File: src/rtl/dskdma_pkg.sv
package dskdma_pkg;

    typedef enum logic [1:0] {
        BS_IDLE,
        BS_OLD,
        BS_NEW,
        BS_DONE
    } burst_state_e;

    typedef struct packed {
        logic [1:0] full;
        logic       active;
        logic       err;
    } fill_status_t;

    function automatic logic [15:0] be_word(input logic [7:0] hi, input logic [7:0] lo);
        return {hi, lo};
    endfunction

endpackage

File: src/rtl/dskdma_capture.sv
module dskdma_capture #(
    parameter int SECT_BITS  = 8,
    parameter int SECT_SHIFT = 9
) (
    input  logic                 clk,
    input  logic                 rst,
    input  logic                 drq,
    input  logic                 drq_floppy,
    input  logic                 dir_write,
    input  logic                 cnt_load,
    input  logic [SECT_BITS-1:0] cnt_sectors,
    output logic                 take,
    output logic                 soft_clr,
    output logic [SECT_BITS-1:0] sectors_left
);
    localparam int CNT_W = SECT_BITS + SECT_SHIFT;

    logic             drq_q;
    logic             dir_q;
    logic [CNT_W-1:0] cnt;

    assign soft_clr = dir_write ^ dir_q;
    assign take     = drq & ~drq_q & (cnt != '0) & drq_floppy & ~dir_write;

    always_ff @(posedge clk) begin
        if (rst) begin
            drq_q <= 1'b0;
            dir_q <= 1'b0;
            cnt   <= '0;
        end else begin
            drq_q <= drq;
            dir_q <= dir_write;
            if (soft_clr)
                cnt <= '0;
            else if (cnt_load)
                cnt <= {cnt_sectors, {SECT_SHIFT{1'b0}}};
            else if (take)
                cnt <= cnt - 1'b1;
        end
    end

    assign sectors_left = cnt[CNT_W-1:SECT_SHIFT] + SECT_BITS'(|cnt[SECT_SHIFT-1:0]);


    one_take_per_drq_chk: assert property (@(posedge clk) disable iff (rst)
        take |=> !take);


    cnt_step_chk: assert property (@(posedge clk) disable iff (rst)
        (take && !soft_clr && !cnt_load) |=> (cnt == $past(cnt) - 1'b1));

endmodule

File: src/rtl/dskdma_bufbank.sv
module dskdma_bufbank
    import dskdma_pkg::*;
#(
    parameter int BUF_BYTES = 16
) (
    input  logic                              clk,
    input  logic                              rst,
    input  logic                              take,
    input  logic [7:0]                        din,
    input  logic                              soft_clr,
    input  logic [1:0]                        clr_full,
    input  logic                              rd_buf,
    input  logic [$clog2(BUF_BYTES/2)-1:0]    rd_word,
    output fill_status_t                      status,
    output logic                              fill_evt,
    output logic [15:0]                       rd_data
);
    localparam int BW = $clog2(BUF_BYTES);
    localparam int IW = BW + 1;

    logic [7:0]    store [2][BUF_BYTES];
    logic [IW-1:0] idx, idx_n;
    logic [1:0]    full, full_n;
    logic          active, act_n;
    logic          err, err_n;
    logic          wr_en;

    always_comb begin
        full_n   = full & ~clr_full;
        idx_n    = idx;
        act_n    = active;
        err_n    = err;
        wr_en    = 1'b0;
        fill_evt = 1'b0;
        if (clr_full[active] && idx == IW'(BUF_BYTES))
            idx_n = '0;
        if (take && idx < IW'(BUF_BYTES)) begin
            wr_en = 1'b1;
            if (idx == IW'(BUF_BYTES - 1)) begin
                fill_evt       = 1'b1;
                full_n[active] = 1'b1;
                if (!full_n[~active]) begin
                    act_n = ~active;
                    idx_n = '0;
                end else begin
                    err_n = 1'b1;
                    idx_n = IW'(BUF_BYTES);
                end
            end else begin
                idx_n = idx + 1'b1;
            end
        end
        if (soft_clr) begin
            idx_n = '0;
            act_n = 1'b0;
            err_n = 1'b0;
        end
    end

    always_ff @(posedge clk) begin
        if (rst) begin
            full   <= '0;
            idx    <= '0;
            active <= 1'b0;
            err    <= 1'b0;
        end else begin
            full   <= full_n;
            idx    <= idx_n;
            active <= act_n;
            err    <= err_n;
        end
    end

    always_ff @(posedge clk) begin
        if (wr_en)
            store[active][idx[BW-1:0]] <= din;
    end

    assign rd_data = be_word(store[rd_buf][{rd_word, 1'b0}], store[rd_buf][{rd_word, 1'b1}]);
    assign status  = '{full: full, active: active, err: err};


    err_sticky_chk: assert property (@(posedge clk) disable iff (rst)
        (err && !soft_clr) |=> err);


    err_cause_chk: assert property (@(posedge clk) disable iff (rst)
        $rose(err) |-> (full == 2'b11));


    idx_bound_chk: assert property (@(posedge clk) disable iff (rst)
        idx <= IW'(BUF_BYTES));


    switch_cause_chk: assert property (@(posedge clk) disable iff (rst)
        (active != $past(active)) |-> ($past(fill_evt) || $past(soft_clr)));

endmodule

File: src/rtl/dskdma_burst.sv
module dskdma_burst
    import dskdma_pkg::*;
#(
    parameter int ADDR_W    = 24,
    parameter int BUF_BYTES = 16
) (
    input  logic                            clk,
    input  logic                            rst,
    input  logic                            gnt,
    input  logic                            enable,
    input  logic [1:0]                      full,
    input  logic                            active,
    input  logic                            addr_load,
    input  logic [ADDR_W-1:0]               addr_value,
    input  logic                            mem_ready,
    output logic                            mem_valid,
    output logic [ADDR_W-1:0]               mem_addr,
    output logic                            rd_buf,
    output logic [$clog2(BUF_BYTES/2)-1:0]  rd_word,
    output logic [1:0]                      clr_full,
    output logic                            done,
    output logic [$clog2(BUF_BYTES+1)-1:0]  words
);
    localparam int WPB = BUF_BYTES / 2;
    localparam int WW  = $clog2(WPB);
    localparam int CW  = $clog2(BUF_BYTES + 1);

    burst_state_e  st;
    logic          cur;
    logic [WW-1:0] widx;
    logic [ADDR_W-1:0] addr;
    logic [CW-1:0] wcnt;
    logic          last, beat;

    assign last      = (widx == WW'(WPB - 1));
    assign mem_valid = (st == BS_OLD) || (st == BS_NEW);
    assign beat      = mem_valid & mem_ready;
    assign mem_addr  = addr;
    assign rd_buf    = cur;
    assign rd_word   = widx;
    assign done      = (st == BS_DONE);
    assign words     = wcnt;

    always_comb begin
        clr_full = '0;
        if (beat && last)
            clr_full[cur] = 1'b1;
    end

    always_ff @(posedge clk) begin
        if (rst) begin
            st   <= BS_IDLE;
            cur  <= 1'b0;
            widx <= '0;
            addr <= '0;
            wcnt <= '0;
        end else begin
            case (st)
                BS_IDLE: begin
                    if (gnt && enable) begin
                        if (full[~active]) begin
                            st   <= BS_OLD;
                            cur  <= ~active;
                            widx <= '0;
                        end else begin
                            st   <= BS_DONE;
                            wcnt <= '0;
                        end
                    end
                end
                BS_OLD: begin
                    if (beat) begin
                        addr <= addr + ADDR_W'(2);
                        widx <= widx + 1'b1;
                        if (last) begin
                            if (full[active]) begin
                                st   <= BS_NEW;
                                cur  <= active;
                                widx <= '0;
                            end else begin
                                st   <= BS_DONE;
                                wcnt <= CW'(WPB);
                            end
                        end
                    end
                end
                BS_NEW: begin
                    if (beat) begin
                        addr <= addr + ADDR_W'(2);
                        widx <= widx + 1'b1;
                        if (last) begin
                            st   <= BS_DONE;
                            wcnt <= CW'(BUF_BYTES);
                        end
                    end
                end
                default: st <= BS_IDLE;
            endcase
            if (addr_load)
                addr <= addr_value & ~ADDR_W'(1);
        end
    end


    word_hold_chk: assert property (@(posedge clk) disable iff (rst)
        (mem_valid && !mem_ready && !addr_load) |=> (mem_valid && $stable(mem_addr) && $stable(rd_word)));


    addr_even_chk: assert property (@(posedge clk) disable iff (rst)
        mem_valid |-> !mem_addr[0]);


    done_words_chk: assert property (@(posedge clk) disable iff (rst)
        done |-> (words == '0 || words == CW'(WPB) || words == CW'(BUF_BYTES)));


    done_pulse_chk: assert property (@(posedge clk) disable iff (rst)
        done |=> !done);

endmodule

File: src/rtl/dskdma_engine.sv
module dskdma_engine
    import dskdma_pkg::*;
#(
    parameter int ADDR_W     = 24,
    parameter int SECT_BITS  = 8,
    parameter int SECT_SHIFT = 9,
    parameter int BUF_BYTES  = 16
) (
    input  logic                           clk,
    input  logic                           rst,
    input  logic                           ctl_dir_write,
    input  logic                           ctl_drq_floppy,
    input  logic                           cnt_load,
    input  logic [SECT_BITS-1:0]           cnt_sectors,
    output logic [SECT_BITS-1:0]           sectors_left,
    input  logic                           addr_load,
    input  logic [ADDR_W-1:0]              addr_value,
    input  logic                           fdc_drq,
    input  logic [7:0]                     fdc_data,
    output logic                           bus_req,
    input  logic                           bus_gnt,
    output logic                           mem_valid,
    input  logic                           mem_ready,
    output logic [ADDR_W-1:0]              mem_addr,
    output logic [15:0]                    mem_wdata,
    output logic                           burst_done,
    output logic [$clog2(BUF_BYTES+1)-1:0] burst_words,
    output logic                           dma_err
);
    localparam int WW = $clog2(BUF_BYTES / 2);

    logic          take, soft_clr, fill_evt, rd_buf;
    logic [1:0]    clr_full;
    logic [WW-1:0] rd_word;
    fill_status_t  status;

    dskdma_capture #(
        .SECT_BITS (SECT_BITS),
        .SECT_SHIFT(SECT_SHIFT)
    ) u_capture (
        .clk         (clk),
        .rst         (rst),
        .drq         (fdc_drq),
        .drq_floppy  (ctl_drq_floppy),
        .dir_write   (ctl_dir_write),
        .cnt_load    (cnt_load),
        .cnt_sectors (cnt_sectors),
        .take        (take),
        .soft_clr    (soft_clr),
        .sectors_left(sectors_left)
    );

    dskdma_bufbank #(
        .BUF_BYTES(BUF_BYTES)
    ) u_bufbank (
        .clk     (clk),
        .rst     (rst),
        .take    (take),
        .din     (fdc_data),
        .soft_clr(soft_clr),
        .clr_full(clr_full),
        .rd_buf  (rd_buf),
        .rd_word (rd_word),
        .status  (status),
        .fill_evt(fill_evt),
        .rd_data (mem_wdata)
    );

    dskdma_burst #(
        .ADDR_W   (ADDR_W),
        .BUF_BYTES(BUF_BYTES)
    ) u_burst (
        .clk       (clk),
        .rst       (rst),
        .gnt       (bus_gnt),
        .enable    (~ctl_dir_write),
        .full      (status.full),
        .active    (status.active),
        .addr_load (addr_load),
        .addr_value(addr_value),
        .mem_ready (mem_ready),
        .mem_valid (mem_valid),
        .mem_addr  (mem_addr),
        .rd_buf    (rd_buf),
        .rd_word   (rd_word),
        .clr_full  (clr_full),
        .done      (burst_done),
        .words     (burst_words)
    );

    always_ff @(posedge clk) begin
        if (rst)
            bus_req <= 1'b0;
        else if (fill_evt)
            bus_req <= 1'b1;
        else if (bus_gnt)
            bus_req <= 1'b0;
    end

    assign dma_err = status.err;


    req_drop_chk: assert property (@(posedge clk) disable iff (rst)
        (bus_gnt && !fill_evt) |=> !bus_req);


    req_mode_chk: assert property (@(posedge clk) disable iff (rst)
        $rose(bus_req) |-> $past(!ctl_dir_write));

endmodule

File: config.mk
export PLATFORM = sky130hd
export DESIGN_NAME = dskdma_engine
export DESIGN_NICKNAME = d
export VERILOG_FILES = /design/src/rtl/dskdma_pkg.sv /design/src/rtl/dskdma_capture.sv /design/src/rtl/dskdma_bufbank.sv /design/src/rtl/dskdma_burst.sv /design/src/rtl/dskdma_engine.sv
export SDC_FILE = /design/constraint.sdc
export NUM_CORES = 1
export LEC_CHECK = 0
export ABC_AREA = 1
export BUFFER_PORTS_ARGS = -buffer_cell sky130_fd_sc_hd__buf_2
export CAP_MARGIN = 20
export CORE_ASPECT_RATIO = 0.7
export CORE_MARGIN = 1
export CORE_UTILIZATION = 43
export DETAILED_ROUTE_END_ITERATION = 10
export PLACE_DENSITY = 0.59
export SETUP_SLACK_MARGIN = 0.02
export SKIP_CTS_REPAIR_TIMING = 1
export SYNTH_ARGS = -nofsm -noshare
export SYNTH_HDL_FRONTEND = slang
export SYNTH_HIERARCHICAL = 1
export SYNTH_SLANG_ARGS = --single-unit
File: constraint.sdc
create_clock -name clk -period 2.8 [get_ports clk]
set_input_delay 0.14 -clock clk [delete_from_list [all_inputs] [get_ports clk]]
set_output_delay 0.14 -clock clk [all_outputs]
set_load 0.005 [all_outputs]
## Word-level counts from Yosys, hierarchy flattened

Memories as Yosys holds them, arrays and structs flattened. A register that Yosys moved wholly into a read port is not among the register bits.
Index checks and enable logic that the tools add are counted.
Widths: inputs -> output; s select.

| storage, ports and cells | value |
|---|---|
| memories | 1 |
| memory bits (writable) | 256 |
| input port bits | 49 |
| output and inout port bits | 57 |
| register bits | 64 |
| word-level logic and storage cells | 162 |

Memories:

| memory | words | bits a word | read ports | clocked after Yosys merged registers in | wr ports | RTL line | text |
|---|---|---|---|---|---|---|---|
| u_bufbank.store | 2 | 128 | 1 | 1 | 1 | dskdma_bufbank.sv:21 | `logic [7:0] store [2][BUF_BYTES];` |

| cells by class | value |
|---|---|
| add/subtract/negate cells | 5 |
| $lt $le $gt $ge | 10 |
| reductions and logical operators | 30 |
| muxes and demuxes | 70 |
| equality and inequality tests | 15 |
| bitwise logic cells | 16 |

Operators with widths:

| operator | number |
|---|---|
| $mux 128 | 1 |
| $mux 24 | 3 |
| $bmux 8 s4 | 2 |
| $mux 5 | 11 |
| $mux 8 | 5 |
| $mux 17 | 2 |
| $demux 8 s4 | 1 |
| $add 24x2->24 const B | 1 |
| $mux 1 | 24 |
| $mux 2 | 9 |
| $mux 3 | 6 |
| $reduce_bool 17->1 | 1 |
| $sub 17x1->17 const B | 1 |
| $ge 5x5->1 const B | 3 |
| $not 4->5 | 3 |
| $pmux 5 s3 | 1 |
| $ne 2x1->1 const B | 6 |
| $reduce_bool 2->1 | 6 |
| $reduce_and 5->1 | 2 |
| $pmux 3 s3 | 1 |
| $reduce_or 9->1 | 1 |
| $add 8x1->8 | 1 |
| $reduce_and 8->1 | 1 |
| $logic_and 1x1->1 | 7 |
| 29 further kinds | 47 |

## Longest topological paths before layout

Gate-level depths: netlist of run 1.

| logic depth | value |
|---|---|
| word-level depth | 13 |
| depth in mapped cells | 14 |
| depth with buffers taken out | 13 |

## By module

The synthesis of run 1 kept the hierarchy.

Modules (own cells, without submodules):

| module | instances | seq. area each (sq um) | area an instance (sq um) | cells an instance |
|---|---|---|---|---|
| dskdma_bufbank | 1 | 7867.5 | 11214.5 | 1068 |
| dskdma_burst | 1 | 620.6 | 2264.7 | 371 |
| dskdma_capture | 1 | 380.4 | 1358.8 | 218 |
| dskdma_engine | 1 | 20.0 | 43.8 | 6 |

## Worst setup path before layout of run 1

Ideal clock, no wire load.

| timing | value |
|---|---|
| kind | register to register |
| start point | register u_capture.cnt[0] |
| end point | memory u_bufbank/store[0][64] in the netlist's numbering (enable) |
| arrival time | 2.365 ns |
| stages on the path, launching flop included | 15 |
| data required time | 2.417 ns |
| setup time | 0.383 ns |
| clock period less this slack | 2.749 ns |
| path slack | 0.051 ns |
| path buffers | 1 |
| cells stage by stage | dfxtp_1 inv_1 ha_1 nand2_1 nor2_4 nand3_2 nand2_4 inv_2 buf_6 inv_1 nor2_2 inv_2 nor2_1 inv_2 nor3_1 |

| between the ends | value |
|---|---|
| longest elaborated chain between the ends | 8 |

Ends and longest elaborated chain:

| element | RTL line | text |
|---|---|---|
| start: declaration | dskdma_capture.sv:20 | `logic [CNT_W-1:0] cnt;` |
| start signal: assignment | dskdma_capture.sv:36 | `cnt <= {cnt_sectors, {SECT_SHIFT{1'b0}}};` |
| start signal: assignment | dskdma_capture.sv:38 | `cnt <= cnt - 1'b1;` |
| $reduce_bool 17->1 | dskdma_capture.sv:23 | `assign take = drq & ~drq_q & (cnt != '0) & drq_floppy & ~dir_write;` |
| $and 1x1->1 (3 in a row) | dskdma_capture.sv:23 |  |
| via take | dskdma_engine.sv:32 | `logic take, soft_clr, fill_evt, rd_buf;` |
| $logic_and 1x1->1 | dskdma_bufbank.sv:37 | `if (take && idx < IW'(BUF_BYTES)) begin` |
| $mux 1 | dskdma_bufbank.sv:37 |  |
| $mux 1 | dskdma_bufbank.sv:75 | `if (wr_en)` |
| $mux 128 (implied by the code) | dskdma_bufbank.sv:76 | `store[active][idx[BW-1:0]] <= din;` |
| end: declaration | dskdma_bufbank.sv:21 |  |

The timed path passes the listed nets, and every way through them passes these cells.

## Final worst setup path of run 1

| timing | value |
|---|---|
| start point | register u_capture.cnt[0] |
| end point | memory u_bufbank/store[1][31] in the netlist's numbering (enable) |

The elaborated chain is that of the path after synthesis.

==> impl_metrics.yaml, run 1 <==
cells_and_area:
  final.fill_count: 3128
  antenna_cells_inserted: 0
  fin_nets: 1862
  post_route_cells_drive_above_1_share_pct: 12.9
  design_area_um2: 17200
  layout-area-overhead-vs-synth_pct: 15.8
route:
  post-route-drc-count: 0
  drt-vias-per-instance: 5.07
  route.final.wire_length_um: 37700
  first_iter_violations: 1116
  routed-via-count: 11600
  detail_route.wl_per_cell_um: 16.5
  ant_nets: 0
  drt_first_pass_iters: 5
setup_path:
  crit-reg2reg-launch: "u_capture/cnt[0]"
  data_arrival_critical_path_ns: 2.80
  worst_ep_required_time_ns: 3.02
  worst-path-max-fanout: 12
  worst_setup_start_kind: "register"
  critPathCaptureType: "register"
  timing_worst_setup_path_type: "register to register"
  ff2ff_path_depth: 12
  crit-reg2reg-capture: "u_bufbank/store[1][31]"
  setup_slack_reg_to_reg_ns: 0.21
global_route:
  largest_net_degree_at_the_start_of_global_routing: 133
  first_global_vias: 10500
  grt_antenna_before_repair: 0
  grt_overflow_total: 0
  track_usage_pct: 21.7
  grt_pass1_wl_um: 58700
clock_tree:
  clk_pin_slew_worst_paths_ns: 0.06
  clock_tree_from_tritoncts: "done"
  clock-root-buffer: "clkbuf_16"
  htreeDepth: 2
  worst_skew_pair.late_latency_ns: 0.52
  number_of_buffers_created_by_cts: 34
  cts_max_path_buffers: 3
  cts_num_sinks: 316
place:
  place.gp.congestion: 0.847
  portBuffers: 100
  dpl_cell_area_um2: 16000
  detailedPlacementHpwl_um: 23500
yosys:
  post_synth_num_cell_types: 44
  synth_top_cells_by_count: "nand2_1, edfxtp_1, nand3_1"
  cell_taking_the_most_area_after_synthesis: "edfxtp_1"
  asyncSetResetFlopFracSynth_pct: 0
  yosysTopAreaCellShare_pct: 51.7
  yosysMostFrequentCell: "nand2_1"
  synth.avg_cell_area_um2: 8.95
  number_of_instances_in_the_synthesized_netlist: 1663
  ys_seq_area_share_pct: 59.7
  synth_top_flop_cell: "edfxtp_1"
  synthesized_cell_area_um2: 14900
  main_area_contributors_after_synthesis: "edfxtp_1, nand2_1, dfxtp_1"
  synth_warnings: 6
  synth-edff-count: 256
  postSynthRegisterBits: 316
min_path:
  hp-start: "addr_value[16]"
  hold_path_end: "u_burst/mem_addr[16]"
  timing.hold.worst_path_depth: 5
  hold_path_class: "input port to register"
power:
  worst_ir_drop_vdd_v: 0.000619
  power.static_leakage_nw: 7.24
  power.internal_mw: 8.92
  combPwrFrac_pct: 31.4
  cellPowerDensity_nw_per_um2: 799
  clock_power_share_pct: 30.1
  part_of_the_total_power_dissipated_in_sequential_elements_pct: 38.5
  p_sw_mw: 4.84
  power_switching_share_pct: 35.2
timing:
  rsz0062_at_grt: "no"
  worst-slew-pin-transition_ns: 0.864
  slew_headroom_pct: 42.3
  timing.clock.skew_ns: 0.0154
  hold_ws_ns: -0.0132
  setup-tns-final_ns: 0
  drv_slew: 0
  fin_crit_sh_pct: 92.4
  finalHoldViolations: 2
  final_period_minus_worst_setup_slack_ns: 2.59
  timing.fmax_mhz: 387
  finalSetupViolations: 0
die:
  dieArea_um2: 35400
  num_io_pins: 106
  dieWidth_um: 224
  num_rows: 56
  die_y_um: 158
  core_area_um2: 33800
  initial_utilization_pct: 44.1
outcome:
  outcome: "finished, violations left"
  violations: "hold timing"
run:
  drv_cap: 0
==> how the worst max path moves through the flow <==
stage / depth (start not counted) / startpoint / end
after floorplan: 14 / u_capture/cnt[0] / u_bufbank/store[0][64]
after global placement: 12 / u_capture/cnt[0] / u_bufbank/store[1][26]
after detailed placement: 12 / u_capture/cnt[0] / u_bufbank/store[0][92]
after CTS: 12 / u_capture/cnt[0] / u_bufbank/store[1][24]
after global routing: 12 / u_capture/cnt[0] / u_bufbank/store[0][56]
final: 12 / u_capture/cnt[0] / u_bufbank/store[1][31]
==> per-layer routing <==
layer | global-route usage (%) | vias up | routed length (um)
met1 | 32.8 | 5453 | 18200
met2 | 32.1 | 341 | 16600
met3 | 3.53 | 52 | 2350
li1 | - | 5710 | -
met5 | 0 | - | 0
met4 | 5.51 | 0 | 602
==> power by group through the flow <==
| stage | Clock, mW | Sequential (mW) | Combinational, mW |
|---|---|---|---|
| finish | 4.14 | 5.30 | 4.32 |
| global route | 4.43 | 5.32 | 4.86 |
| CTS | 4.25 | 5.30 | 4.30 |
| detailed placement | 0 | 5.40 | 4.28 |
| global placement | 0 | 5.40 | 4.28 |
| floorplan | 0 | 5.35 | 2.82 |
==> final cells by class <==
type,instances,area (um2),area share (%)
clock buffers,38,887,5.15
clock inverters,17,120,0.697
inverters,171,647,3.75
multi-input cells,1103,4970,28.9
flip-flops and latches,316,8890,51.6
well taps,464,581,3.37
repair buffers,171,1130,6.55
==> registers in the layout (all words and copies together) (netlist names) <==
signal	cells
u_bufbank/idx	5
bus_req	1
u_burst/words	2
u_burst/rd_buf	1
u_bufbank/full	2
u_capture/cnt	17
u_capture/drq_q	1
u_burst/mem_addr	23
u_capture/dir_q	1
u_bufbank/active	1
u_burst/rd_word	3
u_bufbank/store	256
u_burst/st	2
u_bufbank/err	1
==> cell usage in the layout, fill, tap and decap left out, types with 3 or more instances in the layout <==
master	Yosys	final
clkinv_2	0	8
nor3_1	36	36
o21ai_0	30	30
nand3_1	199	199
o211ai_1	7	7
clkbuf_1	28	3
a21oi_1	36	36
nand4_1	5	5
ha_1	16	16
inv_2	6	5
edfxtp_1	256	256
a21oi_2	3	3
nand2_2	3	3
conb_1	1	4
clkbuf_16	0	35
o21ai_1	9	9
a22oi_1	4	4
buf_4	7	45
nor2_4	6	6
buf_2	29	100
dlygate4sd3_1	0	23
nor2_2	6	6
nor2_1	115	115
nand2_4	3	3
xor2_1	11	11
dfxtp_1	60	58
inv_1	161	161
clkinv_1	3	5
nand2_1	593	593
buf_12	0	3
==> kinds of logic (layout without fill, tap and decap cells) <==
| kind of cell | Yosys count | after routing | share of synthesized area [%] |
|---|---|---|---|
| and+or+nand+nor | 974 | 974 | 27.6 |
| buffers and inverters | 247 | 397 | 6.94 |
| DFF | 316 | 316 | 59.7 |
| xor gates and xnor gates | 11 | 11 | 0.647 |
| adders and majority gates | 16 | 16 | 1.35 |
| other | 1 | 4 | 0.0252 |
| AOI/OAI and AO/OA | 98 | 98 | 3.76 |
==> critical path: stages, from the launching register on <==
cell and delay [ns]:
dfxtp_1 0.32, inv_1 0.06, ha_1 0.22, nand2_1 0.17, nor2_4 0.08, nand3_2 0.10
nand2_4 0.12, inv_2 0.09, inv_1 0.07, nor2_2 0.24, nand2_1 0.36, nor3_1 0.25
buf_4 0.21
==> through the flow <==
stage               worst slack (ns)  cells  utilization, %  total power [mW]
detailed placement             0.269   2202            47.3              9.68
global placement               0.291   2202            47.3              9.68
CTS                            0.249   2257            50.3              13.8
finish                         0.214   2280            51.0              13.8
global route                  0.0248   2280            51.0              14.6
floorplan                     0.0513   1666               -              8.17
Power figures use the tool's default switching activity.
==> run 2: changes to the inputs <==
Settings changed: CORE_UTILIZATION 43 to 55, PLACE_DENSITY 0.59 to 0.74.
==> impl_metrics.yaml, run 2 (synthesis results as in run 1) <==
setup_path:
  path_cells: "inv_1, ha_1, nand2_2, nor2_4, nand2_1, ha_2, ha_1, nand3_1, nor2_1, xor2_1, buf_2"
  cp_max_delay_cell: "dfxtp_1"
  setup.worst_path.start: "u_capture/cnt[0]"
  worst_setup_start_kind: "register"
  setup.worst_path.end: "sectors_left[6]"
  crit_path_max_incr_delay_ns: 0.33
  timing_worst_setup_path_type: "register to output pin"
  crit-reg2reg-launch: "u_capture/cnt[0]"
  critPathCaptureType: "output pin"
  setup_slack_reg_to_reg_ns: 0.27
  worst_ep_required_time_ns: 2.66
  data_arrival_critical_path_ns: 2.46
  crit-reg2reg-capture: "u_bufbank/store[1][10]"
  cpMostUsedCell: "ha_1"
  worst-path-max-fanout: 5
  ff2ff_path_depth: 12
cells_and_area:
  post_route_cells_drive_above_1_share_pct: 12.5
  final-seq-area_um2: 8890
  layout-area-overhead-vs-synth_pct: 14.8
  layout.cells.most_common: "nand2_1"
  fin_nets: 1863
  final.fill_count: 2133
  antenna_cells_inserted: 0
  largest_reg_flops: 256
  mostFrequentLayoutCells: "nand2_1, edfxtp_1, nand3_1"
  final_util_pct: 65.4
  area_used_by_multi_input_combinational_logic_um2: 4980
timing:
  fin_crit_sh_pct: 92.9
  final_period_minus_worst_setup_slack_ns: 2.60
  worst-slew-pin-transition_ns: 1.06
  timing.clock.skew_ns: 0.00833
  hold_ws_ns: -0.0457
  finalSetupViolations: 0
  slew_headroom_pct: 29.0
  rsz0062_at_grt: "no"
  timing.fmax_mhz: 384
  finalHoldViolations: 7
  drv_slew: 0
  setup-tns-final_ns: 0
outcome:
  outcome: "finished, violations left"
  violations: "hold timing"
route:
  route.final.wire_length_um: 36400
  drt-vias-per-instance: 5.45
  ant_nets: 0
  post-route-drc-count: 0
  routed-via-count: 11900
  drt_first_pass_iters: 5
  detail_route.wl_per_cell_um: 16.7
  first_iter_violations: 1137
die:
  core_area_um2: 26100
  initial_utilization_pct: 57.0
  die_y_um: 140
  dieArea_um2: 27700
  dieWidth_um: 199
  num_io_pins: 106
  num_rows: 49
power:
  power.static_leakage_nw: 7.23
  worst_ir_drop_vdd_v: 0.000567
  cellPowerDensity_nw_per_um2: 794
  p_total_mw: 13.6
min_path:
  hold_path_class: "input port to register"
clock_tree:
  number_of_buffers_created_by_cts: 30
  htreeDepth: 1
  clk_pin_slew_worst_paths_ns: 0.07
  clock-root-buffer: "clkbuf_16"
  cts_max_path_buffers: 3
  worst_skew_pair.late_latency_ns: 0.56
  cts_num_sinks: 316
  clock_tree_from_tritoncts: "done"
global_route:
  track_usage_pct: 26.0
  first_global_vias: 10800
  grt_antenna_before_repair: 0
  global_route.peak_usage_layer: "met2"
  grt.met1_usage_pct: 38.2
  grt_pass1_wl_um: 56300
  groute.layer.met3.usage_pct: 4.39
  largest_net_degree_at_the_start_of_global_routing: 133
  grt_overflow_total: 0
  groute.layer.met2.usage_pct: 40.2
run:
  drv_cap: 0
place:
  place.gp.congestion: 0.911
  portBuffers: 100
  detailedPlacementHpwl_um: 22500
-- run 2: metrics by stage --
step                      setup WS, ns  cells  instance area, um2  hold slack (ns)
after detailed placement         0.288   2094               15800            0.402
after global placement           0.389   2094               15800            0.391
after CTS                       0.0987   2146               16800           -0.184
after global routing            0.0321   2175               17100         0.000300
after floorplan                 0.0513   1666               14900            0.202
final                            0.199   2175               17100          -0.0457
-- run 2: worst min-delay path by stage --
stage / start / slack [ns] / cells past startpoint / endpoint
final: addr_value[20] / -0.05 / 5 / u_burst/mem_addr[20]
after global routing: addr_value[16] / 0.0003 / 5 / u_burst/mem_addr[16]
after floorplan: rst / 0.20 / 1 / bus_req
after CTS: cnt_sectors[7] / -0.18 / 3 / u_capture/cnt[16]
after detailed placement: cnt_sectors[7] / 0.40 / 3 / u_capture/cnt[16]
after global placement: cnt_sectors[7] / 0.39 / 3 / u_capture/cnt[16]
-- run 2: where the power goes --
group | internal, mW | switching [mW]
Sequential | 5.17 | 0.100
Clock | 2.19 | 1.70
Combinational | 1.41 | 3.00
-- run 2: critical path: cells and delay by family (launching register included) --
kind / cells / cell delay, ns
xor+xnor: 1 / 0.19
flops: 1 / 0.33
simple gates: 5 / 0.56
buf+inv: 2 / 0.21
fa+ha+maj: 3 / 0.62
-- run 2: cell type report --
| cell class | count | area share [%] |
|---|---|---|
| inverters | 171 | 3.78 |
| clock buffers | 35 | 4.63 |
| multi-input cells | 1103 | 29.1 |
| repair buffers | 176 | 7.01 |
| well taps | 357 | 2.61 |
| flip-flops and latches | 316 | 52.0 |
| clock inverters | 17 | 0.820 |
-- run 2: routing by layer --
layer / vias up / wire length, um
met5: - / 0
met4: 0 / 1000
met3: 93 / 3170
met2: 570 / 16300
met1: 5502 / 15900
li1: 5689 / -
